### config.mk
export PLATFORM = sky130hd
export DESIGN_NAME = wb2mem_bridge
export DESIGN_NICKNAME = d
export VERILOG_FILES = /design/src/rtl/wb2mem_pkg.sv /design/src/rtl/wb2mem_addr_map.sv /design/src/rtl/wb2mem_lane_mux.sv /design/src/rtl/wb2mem_read_gather.sv /design/src/rtl/wb2mem_seq.sv /design/src/rtl/wb2mem_bridge.sv
export SDC_FILE = /design/constraint.sdc
export NUM_CORES = 1
export LEC_CHECK = 0
export CAP_MARGIN = 20
export CORE_UTILIZATION = 35
export DETAILED_ROUTE_END_ITERATION = 7
export PLACE_DENSITY = 0.69
export SLEW_MARGIN = 20
export SYNTH_ARGS = -nofsm -noshare
export SYNTH_HDL_FRONTEND = slang
export SYNTH_SLANG_ARGS = --single-unit
### constraint.sdc
create_clock -name clk -period 1.4 [get_ports clk]
set_clock_uncertainty 0.15 [all_clocks]
set_input_delay 0.28 -clock clk [delete_from_list [all_inputs] [get_ports clk]]
set_output_delay 0.28 -clock clk [all_outputs]
set_load 0.05 [all_outputs]
### src/rtl/wb2mem_pkg.sv
package wb2mem_pkg;

   typedef enum logic [2:0] {
      SEQ_IDLE  = 3'd0,
      SEQ_CMD   = 3'd1,
      SEQ_WDATA = 3'd2,
      SEQ_RDATA = 3'd3,
      SEQ_ACK   = 3'd4
   } seq_state_e;

   function automatic int beat_bits(input int ratio);
      return (ratio > 1) ? $clog2(ratio) : 1;
   endfunction

endpackage

### src/rtl/wb2mem_addr_map.sv
module wb2mem_addr_map #(
   parameter int          ADR_W     = 30,
   parameter int          RATIO     = 2,
   parameter int          BEAT_W    = 1,
   parameter logic [63:0] BASE_WORD = 64'h0
) (
   input  logic [ADR_W-1:0]  bus_adr,
   input  logic [BEAT_W-1:0] beat,
   output logic [ADR_W-1:0]  port_adr
);
   localparam logic [ADR_W-1:0] BASE_A  = BASE_WORD[ADR_W-1:0];
   localparam logic [ADR_W-1:0] SCALE_A = ADR_W'(RATIO);

   logic [ADR_W-1:0] rel_adr;

   assign rel_adr = bus_adr - BASE_A;

   generate
      if (RATIO == 1) begin : g_same_width
         logic beat_unused;
         assign beat_unused = ^beat;
         assign port_adr    = rel_adr;
      end else begin : g_scaled
         logic [ADR_W-1:0] scaled;
         assign scaled   = rel_adr * SCALE_A;
         assign port_adr = scaled + ADR_W'(beat);
      end
   endgenerate
endmodule

### src/rtl/wb2mem_lane_mux.sv
module wb2mem_lane_mux #(
   parameter int BUS_DW  = 64,
   parameter int PORT_DW = 32,
   parameter int BEAT_W  = 1
) (
   input  logic [BUS_DW-1:0]      bus_dat,
   input  logic [BUS_DW/8-1:0]    bus_sel,
   input  logic [BEAT_W-1:0]      beat,
   output logic [PORT_DW-1:0]     port_dat,
   output logic [PORT_DW/8-1:0]   port_be
);
   localparam int RATIO      = BUS_DW / PORT_DW;
   localparam int PORT_BYTES = PORT_DW / 8;

   generate
      if (RATIO == 1) begin : g_pass
         logic beat_unused;
         assign beat_unused = ^beat;
         assign port_dat    = bus_dat;
         assign port_be     = bus_sel;
      end else begin : g_split
         logic [PORT_DW-1:0]    dat_slice [RATIO];
         logic [PORT_BYTES-1:0] be_slice  [RATIO];
         for (genvar g = 0; g < RATIO; g++) begin : g_lane
            assign dat_slice[g] = bus_dat[g*PORT_DW +: PORT_DW];
            assign be_slice[g]  = bus_sel[g*PORT_BYTES +: PORT_BYTES];
         end
         assign port_dat = dat_slice[beat];
         assign port_be  = be_slice[beat];
      end
   endgenerate
endmodule

### src/rtl/wb2mem_read_gather.sv
module wb2mem_read_gather #(
   parameter int BUS_DW  = 64,
   parameter int PORT_DW = 32,
   parameter int BEAT_W  = 1
) (
   input  logic               clk,
   input  logic               rst_n,
   input  logic               take,
   input  logic [BEAT_W-1:0]  beat,
   input  logic [PORT_DW-1:0] beat_dat,
   output logic [BUS_DW-1:0]  word
);
   localparam int RATIO = BUS_DW / PORT_DW;

   generate
      for (genvar g = 0; g < RATIO; g++) begin : g_lane
         logic [PORT_DW-1:0] lane_q;
         always_ff @(posedge clk) begin
            if (!rst_n) begin
               lane_q <= '0;
            end else if (take && (beat == BEAT_W'(g))) begin
               lane_q <= beat_dat;
            end
         end
         assign word[g*PORT_DW +: PORT_DW] = lane_q;
      end
   endgenerate
endmodule

### src/rtl/wb2mem_seq.sv
module wb2mem_seq
   import wb2mem_pkg::*;
#(
   parameter int RATIO  = 2,
   parameter int BEAT_W = 1
) (
   input  logic              clk,
   input  logic              rst_n,
   input  logic              bus_req,
   input  logic              is_write,
   input  logic              cmd_ready,
   input  logic              wd_ready,
   input  logic              rd_valid,
   output logic              start,
   output logic              cmd_valid,
   output logic              wd_valid,
   output logic              rd_ready,
   output logic              bus_ack,
   output logic [BEAT_W-1:0] beat
);
   localparam logic [BEAT_W-1:0] LAST_BEAT = BEAT_W'(RATIO - 1);

   seq_state_e        state_q, state_d;
   logic [BEAT_W-1:0] beat_q, beat_d;
   logic              beat_done;

   assign start     = (state_q == SEQ_IDLE) && bus_req;
   assign cmd_valid = (state_q == SEQ_CMD);
   assign wd_valid  = (state_q == SEQ_WDATA);
   assign rd_ready  = (state_q == SEQ_RDATA);
   assign bus_ack   = (state_q == SEQ_ACK);
   assign beat      = beat_q;
   assign beat_done = (wd_valid && wd_ready) || (rd_ready && rd_valid);

   always_comb begin
      state_d = state_q;
      beat_d  = beat_q;
      unique case (state_q)
         SEQ_IDLE: begin
            if (bus_req) begin
               state_d = SEQ_CMD;
               beat_d  = '0;
            end
         end
         SEQ_CMD: begin
            if (cmd_ready) state_d = is_write ? SEQ_WDATA : SEQ_RDATA;
         end
         SEQ_WDATA, SEQ_RDATA: begin
            if (beat_done) begin
               if (beat_q == LAST_BEAT) begin
                  state_d = SEQ_ACK;
               end else begin
                  state_d = SEQ_CMD;
                  beat_d  = beat_q + 1'b1;
               end
            end
         end
         SEQ_ACK:  state_d = SEQ_IDLE;
         default:  state_d = SEQ_IDLE;
      endcase
   end

   always_ff @(posedge clk) begin
      if (!rst_n) begin
         state_q <= SEQ_IDLE;
         beat_q  <= '0;
      end else begin
         state_q <= state_d;
         beat_q  <= beat_d;
      end
   end

   AST_CMD_HELD: assert property (@(posedge clk) disable iff (!rst_n)
      cmd_valid && !cmd_ready |=> cmd_valid);
   AST_ACK_SINGLE: assert property (@(posedge clk) disable iff (!rst_n)
      bus_ack |=> !bus_ack);
   AST_ONE_PHASE: assert property (@(posedge clk) disable iff (!rst_n)
      $onehot0({cmd_valid, wd_valid, rd_ready, bus_ack}));
endmodule

### src/rtl/wb2mem_bridge.sv
module wb2mem_bridge #(
   parameter int          BUS_DW     = 64,
   parameter int          PORT_DW    = 32,
   parameter int          ADR_W      = 30,
   parameter logic [63:0] BASE_BYTES = 64'h0
) (
   input  logic                  clk,
   input  logic                  rst_n,
   input  logic                  wb_cyc,
   input  logic                  wb_stb,
   input  logic                  wb_we,
   input  logic [ADR_W-1:0]      wb_adr,
   input  logic [BUS_DW-1:0]     wb_dat_w,
   input  logic [BUS_DW/8-1:0]   wb_sel,
   output logic [BUS_DW-1:0]     wb_dat_r,
   output logic                  wb_ack,
   output logic                  cmd_valid,
   input  logic                  cmd_ready,
   output logic                  cmd_we,
   output logic [ADR_W-1:0]      cmd_addr,
   output logic                  wd_valid,
   input  logic                  wd_ready,
   output logic [PORT_DW-1:0]    wd_data,
   output logic [PORT_DW/8-1:0]  wd_be,
   input  logic                  rd_valid,
   output logic                  rd_ready,
   input  logic [PORT_DW-1:0]    rd_data
);
   localparam int          RATIO     = (PORT_DW > BUS_DW) ? 1 : BUS_DW / PORT_DW;
   localparam int          BEAT_W    = wb2mem_pkg::beat_bits(RATIO);
   localparam int          BUS_BYTES = BUS_DW / 8;
   localparam logic [63:0] BASE_WORD = BASE_BYTES / 64'(BUS_BYTES);

   generate
      if (PORT_DW > BUS_DW) begin : g_err_port_wide
         $error("port data width exceeds bus data width");
      end
      if ((BUS_DW % PORT_DW) != 0) begin : g_err_ratio
         $error("bus width is not a multiple of port width");
      end
      if ((PORT_DW % 8) != 0) begin : g_err_bytes
         $error("port width is not a whole number of bytes");
      end
      if ((BASE_BYTES % 64'(BUS_BYTES)) != 0) begin : g_err_base
         $error("base address is not aligned to a bus word");
      end
   endgenerate

   logic                  bus_req;
   logic                  start;
   logic [BEAT_W-1:0]     beat;
   logic [ADR_W-1:0]      adr_q;
   logic [BUS_DW-1:0]     dat_q;
   logic [BUS_DW/8-1:0]   sel_q;
   logic                  wr_q;

   assign bus_req = wb_cyc && wb_stb;

   always_ff @(posedge clk) begin
      if (!rst_n) begin
         adr_q <= '0;
         dat_q <= '0;
         sel_q <= '0;
         wr_q  <= 1'b0;
      end else if (start) begin
         adr_q <= wb_adr;
         dat_q <= wb_dat_w;
         sel_q <= wb_sel;
         wr_q  <= wb_we;
      end
   end

   wb2mem_seq #(.RATIO(RATIO), .BEAT_W(BEAT_W)) u_seq (
      .clk       (clk),
      .rst_n     (rst_n),
      .bus_req   (bus_req),
      .is_write  (wr_q),
      .cmd_ready (cmd_ready),
      .wd_ready  (wd_ready),
      .rd_valid  (rd_valid),
      .start     (start),
      .cmd_valid (cmd_valid),
      .wd_valid  (wd_valid),
      .rd_ready  (rd_ready),
      .bus_ack   (wb_ack),
      .beat      (beat)
   );

   wb2mem_addr_map #(
      .ADR_W(ADR_W), .RATIO(RATIO), .BEAT_W(BEAT_W), .BASE_WORD(BASE_WORD)
   ) u_addr_map (
      .bus_adr  (adr_q),
      .beat     (beat),
      .port_adr (cmd_addr)
   );

   wb2mem_lane_mux #(.BUS_DW(BUS_DW), .PORT_DW(PORT_DW), .BEAT_W(BEAT_W)) u_lane_mux (
      .bus_dat  (dat_q),
      .bus_sel  (sel_q),
      .beat     (beat),
      .port_dat (wd_data),
      .port_be  (wd_be)
   );

   wb2mem_read_gather #(.BUS_DW(BUS_DW), .PORT_DW(PORT_DW), .BEAT_W(BEAT_W)) u_gather (
      .clk      (clk),
      .rst_n    (rst_n),
      .take     (rd_valid && rd_ready),
      .beat     (beat),
      .beat_dat (rd_data),
      .word     (wb_dat_r)
   );

   assign cmd_we = wr_q;

   AST_CMD_STABLE: assert property (@(posedge clk) disable iff (!rst_n)
      cmd_valid && !cmd_ready |=> $stable(cmd_addr) && $stable(cmd_we));
   AST_WDATA_STABLE: assert property (@(posedge clk) disable iff (!rst_n)
      wd_valid && !wd_ready |=> wd_valid && $stable(wd_data) && $stable(wd_be));
   AST_WR_ACK_AFTER_BEAT: assert property (@(posedge clk) disable iff (!rst_n)
      wb_ack && cmd_we |-> $past(wd_valid && wd_ready));
   AST_RD_ACK_AFTER_BEAT: assert property (@(posedge clk) disable iff (!rst_n)
      wb_ack && !cmd_we |-> $past(rd_valid && rd_ready));
   AST_NO_START_WITHOUT_CYC: assert property (@(posedge clk) disable iff (!rst_n)
      !wb_cyc && !(cmd_valid || wd_valid || rd_ready || wb_ack) |=> !cmd_valid);
endmodule

==> results of run 1 <==
-- sequential cells by signal, summed over array words and instances (netlist names) --
name	flops
u_seq.state_q	3
sel_q	8
u_gather.g_lane.lane_q	64
cmd_we	1
u_seq.beat	1
adr_q	29
dat_q	64
-- logic make-up after synthesis --
logic type,Yosys count,share of synthesized area
muxes,38,0.0600
and+or+nand+nor,185,0.140
buffers and inverters,97,0.0806
AOI/OAI and AO/OA,337,0.240
DFF,170,0.480
-- worst max-delay path, stage by stage (launching register included) --
cell	delay [ns]
dfxtp_4	0.37
buf_12	0.13
buf_12	0.14
mux2_4	0.32
buf_8	0.16
-- final cells by class --
cell class	instances	area, um2	share of cell area
flip-flops and latches	170	3580	0.218
clock buffers	17	425	0.0259
multi-input cells	562	5640	0.344
repair buffers	416	6250	0.381
well taps	265	332	0.0202
repair inverters	1	30.0	0.00183
clock inverters	14	114	0.00694
inverters	2	36.3	0.00221
-- cells in the mapped netlist, drive strengths merged --
| master | count | area (um2) |
|---|---|---|
| a21oi | 167 | 836 |
| a22o | 1 | 8.76 |
| a32oi | 1 | 8.76 |
| and2 | 2 | 12.5 |
| and2b | 1 | 7.51 |
| and3 | 1 | 6.26 |
| and3b | 1 | 8.76 |
| and4 | 1 | 8.76 |
| and4b | 1 | 10.0 |
| buf | 59 | 425 |
| clkbuf | 36 | 139 |
| clkinv | 1 | 3.75 |
| dfxtp | 170 | 3400 |
| inv | 1 | 3.75 |
| mux2 | 36 | 405 |
| mux2i | 2 | 20.0 |
| nand2 | 3 | 11.3 |
| nand2b | 1 | 6.26 |
| nand3 | 167 | 841 |
| nand3b | 1 | 20.0 |
| nand4b | 1 | 23.8 |
| nor2 | 3 | 18.8 |
| nor3b | 1 | 7.51 |
| o211ai | 1 | 7.51 |
| o21ai | 166 | 831 |
| o221a | 1 | 11.3 |
| or2 | 1 | 8.76 |
-- cells in the final DEF (no fill, tap or decap), drive strengths merged --
| cell | count |
|---|---|
| o221a | 1 |
| o21ai | 166 |
| and4b | 1 |
| nor3b | 1 |
| or2 | 1 |
| nand3 | 167 |
| buf | 271 |
| clkbuf | 22 |
| mux2i | 2 |
| a21oi | 167 |
| dfxtp | 170 |
| nand4b | 1 |
| and3b | 2 |
| clkinv | 7 |
| clkdlybuf4s50 | 140 |
| and3 | 1 |
| a22o | 1 |
| nor2 | 3 |
| a32oi | 1 |
| inv | 7 |
| and4 | 1 |
| nand3b | 2 |
| o211ai | 1 |
| nand2 | 3 |
| and2b | 1 |
| mux2 | 36 |
| and2 | 2 |
| nand2b | 1 |
| clkinvlp | 3 |
-- worst max-delay path by stage --
stage / slack [ns] / end
2_1_floorplan: -0.20 / wd_valid
3_5_place_dp: -0.47 / dat_q[53]$_SDFFE_PN0P_
5_1_grt: -0.62 / wd_data[3]
6_report: -0.59 / wd_data[3]
4_1_cts: -0.59 / wd_data[6]
3_3_place_gp: -0.42 / dat_q[21]$_SDFFE_PN0P_
-- through the flow --
step | total power [mW] | hold slack, ns | setup TNS [ns] | cell area [um2]
6_report | 14.1 | 0.261 | -71.31 | 16400
5_1_grt | 14.5 | 0.262 | -77.02 | 16400
4_1_cts | 13.6 | 0.241 | -67.61 | 14800
3_5_place_dp | 7.81 | 0.320 | -65.80 | 11300
3_3_place_gp | 7.78 | 0.312 | -61.91 | 11300
2_1_floorplan | 6.60 | 0.269 | -2.67 | 7280
-- routing by layer --
layer / share of wire / vias to the layer above / track usage
li1: - / 3729 / -
met1: 0.38 / 4295 / 0.368
met2: 0.51 / 419 / 0.535
met3: 0.062 / 158 / 0.0722
met4: 0.053 / 0 / 0.155
met5: 0 / - / 0
-- what timing repair did --
action,4_1_cts,5_1_grt
gates cloned,43,8
resized for setup,462,384
pin swaps,164,147
hold buffers,0,0
setup endpoints to repair,262,262
buffers inserted,44,25
-- power by group through the flow --
stage          combinational, mW  clock [mW]  sequential (mW)
2_1_floorplan               1.17           0             5.44
3_3_place_gp                2.51           0             5.28
3_5_place_dp                2.52           0             5.29
4_1_cts                     3.85        4.49             5.22
5_1_grt                     4.50        4.78             5.27
6_report                    4.38        4.51             5.25
==> results by group, run 1 <==
Drt
  – # DRC: 0
  – Vias: 8601
  – Remaining antenna violation count: 0
  – Post-detailed-route via-to-cell ratio: 5.94
  – TritonRoute pass-1 iters: 5
  – Starting DRT DRC Count: 586
  – DR WL/cell: 26.9 um
  – Final wirelength: 39.0 mm

Layout
  – N_diodes: 0
  – Layout cells sized above 1: 0.701
  – Nets: 1312
  – Layout overhead on the synthesized area: 131%
  – Core Util, Final: 0.835
  – Non-filler instance count after layout: 1447
  – Fill cells: 951

STA
  – RSZ-0062 raised after global routing: yes
  – Crit share post-route: 1.42
  – Final worst slack: -0.591 ns
  – Final Hold Fails: 0
  – Pins Over Slew Limit: 0
  – Post-route minimum period: 1.99 ns
  – Max Clock Freq: 502 MHz
  – Slew @ Worst Pin: 0.450 ns
  – Max-Slew Margin vs Limit: 0.700
  – Final setup violating endpoints: 214

CTS
  – CTS max path bufs: 2
  – Htree depth: 4
  – CTS Root Buffer Type: clkbuf_16
  – CTS Sinks: 170
  – Worst-skew pair later-pin latency: 0.43 ns
  – Reg clk slew, reported paths: 0.07 ns
  – CTS tree: built
  – TritonCTS Buffers: 17

Pwr
  – Combinational share of power: 0.310
  – Worst vdd ir: 0.890 mV
  – Internal power: 9.46 mW
  – Power per cell area: 862 nW/um2
  – Part of the power in the clock network: 0.319
  – Leak: 5.52 nW
  – Switch share: 0.331
  – Sequential Power Share: 0.371
  – Switching power: 4.68 mW

Die
  – Boundary pin count: 277
  – Std cell rows: 51
  – Die area: 20800 um2
  – Area of the core: 19700 um2
  – Die Ht: 144 um
  – Die W: 144 um
  – Initial core utilization: 0.361

Hold path
  – Sink of the worst hold path: dat_q[58]$_SDFFE_PN0P_
  – Hold Crit Start: wb_dat_w[58]
  – Hold crit path type: in2reg
  – Worst hold path cell count: 3

Logic synthesis
  – Distinct cell type count after synthesis: 35
  – Synth warn: 0
  – Syn_area_per_cell: 8.58 um2
  – Synth Cell Area: 7090 um2
  – Yosys reg bits: 170
  – Seq/Total Area, Yosys: 0.480
  – Cells after Synth: 827
  – Syn_nets: 969

Global routing
  – First-pass GRT wire length: 49.1 mm
  – Largest net degree at the start of global routing: 65
  – Gr ovfl total: 0
  – Initial antenna violation count: 0
  – Overall routing resource usage: 0.314
  – Vias in the first global route: 8572

Setup path
  – Crit Path Max Fanout: 8
  – Reg-to-reg startpoint: u_seq.beat$_SDFFE_PN0P_
  – WS Path Type: reg2out
  – Worst R2R Path Depth: 9
  – Crit. End Element: primary output
  – Required time of the critical path: 0.97 ns
  – Worst reg2reg endpoint: u_gather.g_lane[0].lane_q[7]$_SDFFE_PN0P_
  – R2R Setup Slk: -0.47 ns
  – Worst setup path start: u_seq.beat$_SDFFE_PN0P_
  – CP arrival: 1.56 ns
  – CP Launch Type: register

Outcome
  – Status: finished with violations
  – Failing checks: negative setup slack

Run
  – Total of max-cap violations: 0

Place
  – Detailed placement HPWL: 16.0 mm
  – Placed cell count: 1323
  – Routability Congestion: 0.763
  – Setup slack after placement: -0.474 ns
  – # port buffers: 275
Note: power is estimated with default switching activity, not from simulation.
==> inputs of run 2 (changes only) <==
--- a/config.mk
+++ b/config.mk
@@ -7,6 +7,7 @@
 export LEC_CHECK = 0
 export CAP_MARGIN = 20
 export CORE_UTILIZATION = 35
+export CTS_BUF_LIST = sky130_fd_sc_hd__clkbuf_8
 export DETAILED_ROUTE_END_ITERATION = 7
 export PLACE_DENSITY = 0.69
 export SLEW_MARGIN = 20
==> run 2 against run 1 <==
- the run still ends with negative setup slack left
- highest routed layer unchanged
- setup slack worse by 0.058 ns
- non-clock buffer count increased by 61
- count of clock-buffer cells in the layout is the same
- critical path type unchanged
- final cell count increased by 4.4%
- combinational power rose by 4%
- register-to-register slack barely moved
- global-route usage up 1.4 points
- utilization up 2.5 points
- clock power decreased by 25%
- sequential power about the same
- critical endpoint is now wd_data[4]
- first-iteration DRC count fell by 9.2%
- sequential share of layout area decreased by 0.45 points
==> results by group, run 2 (synthesis gave the netlist of run 1 again) <==
Drt
  – Vias: 9048
  – TritonRoute pass-1 iters: 5
  – # DRC: 0
  – DR WL/cell: 27.5 um
  – Starting DRT DRC Count: 532
  – Final wirelength: 41.5 mm
  – Post-detailed-route via-to-cell ratio: 5.99
  – Remaining antenna violation count: 0

Setup path
  – CP Launch Type: register
  – Crit-path cells: buf_12, buf_16, mux2_4, buf_6
  – Delay-heaviest family, CP: buffers and inverters
  – Crit Path Max Fanout: 8
  – Worst Setup EP: wd_data[4]
  – CP bufs+invs: 3
  – Worst reg2reg endpoint: dat_q[5]$_SDFFE_PN0P_
  – Reg-to-reg startpoint: u_seq.state_q[0]$_SDFFE_PN0P_
  – Worst setup path start: u_seq.beat$_SDFFE_PN0P_
  – WP depth: 4
  – Required time of the critical path: 0.97 ns
  – Delay of the slowest critical-path stage: 0.38 ns
  – R2R Setup Slk: -0.47 ns
  – Slowest cell on crit path: dfxtp_4
  – CP arrival: 1.62 ns
  – Crit. End Element: primary output
  – WS Path Type: reg2out
  – Worst R2R Path Depth: 8

Die
  – Std cell rows: 51
  – Die W: 144 um
  – Die Ht: 144 um
  – Area of the core: 19700 um2
  – Die area: 20800 um2
  – Boundary pin count: 277
  – Initial core utilization: 0.361

CTS
  – CTS Root Buffer Type: clkbuf_8
  – CTS Sinks: 170
  – Hold-fix buffers, CTS: 0
  – CTS tree: built
  – Reg clk slew, reported paths: 0.12 ns
  – CTS max path bufs: 2
  – TritonCTS Buffers: 17
  – Worst-skew pair later-pin latency: 0.48 ns
  – Htree depth: 4

STA
  – Pins Over Slew Limit: 0
  – Final worst slack: -0.650 ns
  – Max-Slew Margin vs Limit: 0.641
  – Crit share post-route: 1.46
  – Post-route minimum period: 2.05 ns
  – Max Clock Freq: 488 MHz
  – Final Hold Fails: 0
  – Slew @ Worst Pin: 0.538 ns
  – RSZ-0062 raised after global routing: yes
  – Final setup violating endpoints: 300

Pwr
  – Part of the power in the clock network: 0.257
  – Worst vdd ir: 0.608 mV
  – Power per cell area: 778 nW/um2
  – Internal power: 8.52 mW
  – Leak: 5.86 nW
  – Switching power: 4.63 mW
  – Combinational share of power: 0.346
  – Pwr Total: 13.2 mW
  – Switch share: 0.352
  – Sequential Power Share: 0.397

Layout
  – Commonest non-fill, non-tap cells in the layout: buf_12 (156), clkdlybuf4s50_1 (138), a21oi_2 (104)
  – Most common cell after layout, fill and taps aside: buf_12
  – Largest regs: dat_q (64), u_gather.g_lane.lane_q (64), adr_q (29)
  – Layout cells sized above 1: 0.704
  – Nets: 1374
  – Layout overhead on the synthesized area: 138%
  – Fill cells: 864
  – Non-filler instance count after layout: 1511

Global routing
  – Overall routing resource usage: 0.328
  – Initial antenna violation count: 2
  – Gr ovfl total: 0
  – First-pass GRT wire length: 51.0 mm
  – Largest net degree at the start of global routing: 65
  – Vias in the first global route: 8783

Run
  – Total of max-cap violations: 0

Place
  – Detailed placement HPWL: 16.0 mm
  – Routability Congestion: 0.763
  – Placed cell count: 1323
  – # port buffers: 275

Outcome
  – Status: finished with violations
  – Failing checks: negative setup slack

Hold path
  – Hold crit path type: in2reg
==> run 2: changes by cell type in the layout (fill, tap and decap cells not counted), moves of 3 or more <==
cell	delta
o21ai_2	-16
buf_16	+8
buf_12	+4
a21oi_2	-3
o21ai_4	+5
dfxtp_2	-12
buf_4	+47
o21ai_1	+9
clkbuf_8	+17
clkbuf_16	-17
dfxtp_4	+13
a21oi_1	+4
buf_8	+4
==> run 2: timing repair <==
action                                  in CTS  in global routing
pin swaps                                  146                153
setup buffers                               81                 49
endpoints found under the hold margin        0                  0
endpoints found under the setup margin     305                305
cloned                                      50                  5
gates resized for setup                    477                389
==> run 2: power groups by stage <==
stage / combinational (mW) / sequential [mW] / clock [mW]
after global routing: 4.65 / 5.24 / 3.61
after detailed placement: 2.52 / 5.29 / 0
final: 4.55 / 5.22 / 3.38
after CTS: 4.02 / 5.20 / 3.30
after global placement: 2.51 / 5.28 / 0
after floorplan: 1.17 / 5.44 / 0
==> run 2: layout make-up <==
class | instances | area (um2) | area share
sequential | 170 | 3620 | 0.214
clock buffer | 17 | 234 | 0.0138
multi-input combinational | 564 | 5650 | 0.334
clock inverter | 14 | 114 | 0.00673
inverter | 2 | 22.5 | 0.00133
timing repair buffer | 477 | 6940 | 0.410
tap | 265 | 332 | 0.0196
antenna | 2 | 5.00 | 0.000296
==> run 2: worst min path at each step <==
stage	from	slack (ns)	to	cells after the start
3_3_place_gp	dat_q[6]$_SDFFE_PN0P_	0.31	dat_q[6]$_SDFFE_PN0P_	2
5_1_grt	wb_dat_w[58]	0.20	dat_q[58]$_SDFFE_PN0P_	3
3_5_place_dp	dat_q[24]$_SDFFE_PN0P_	0.32	dat_q[24]$_SDFFE_PN0P_	2
6_report	wb_adr[0]	0.21	adr_q[0]$_SDFFE_PN0P_	3
2_1_floorplan	rst_n	0.27	u_seq.beat$_SDFFE_PN0P_	1
4_1_cts	wb_adr[1]	0.19	adr_q[1]$_SDFFE_PN0P_	3
==> run 2: per-layer routing <==
| metal | track usage | vias up | share of wire |
|---|---|---|---|
| met3 | 0.0818 | 161 | 0.071 |
| li1 | - | 3858 | - |
| met4 | 0.179 | 0 | 0.056 |
| met5 | 0 | - | 0 |
| met1 | 0.377 | 4508 | 0.37 |
| met2 | 0.557 | 521 | 0.51 |
==> run 2: per-stage QoR <==
| step | hold slack [ns] | setup TNS (ns) | setup slack [ns] | instance area, um2 | utilization |
|---|---|---|---|---|---|
| after floorplan | 0.269 | -2.67 | -0.201 | 7280 | - |
| after global placement | 0.312 | -61.91 | -0.419 | 11300 | 0.576 |
| after detailed placement | 0.320 | -65.80 | -0.474 | 11300 | 0.576 |
| after CTS | 0.188 | -69.04 | -0.641 | 15200 | 0.773 |
| after global routing | 0.198 | -91.18 | -0.696 | 16900 | 0.861 |
| final | 0.208 | -80.15 | -0.650 | 16900 | 0.861 |
==> run 2: tightest hold or removal path: stages <==
cell and delay [ns]:
clkdlybuf4s50_1 0.41, nand3_2 0.08, a21oi_1 0.05
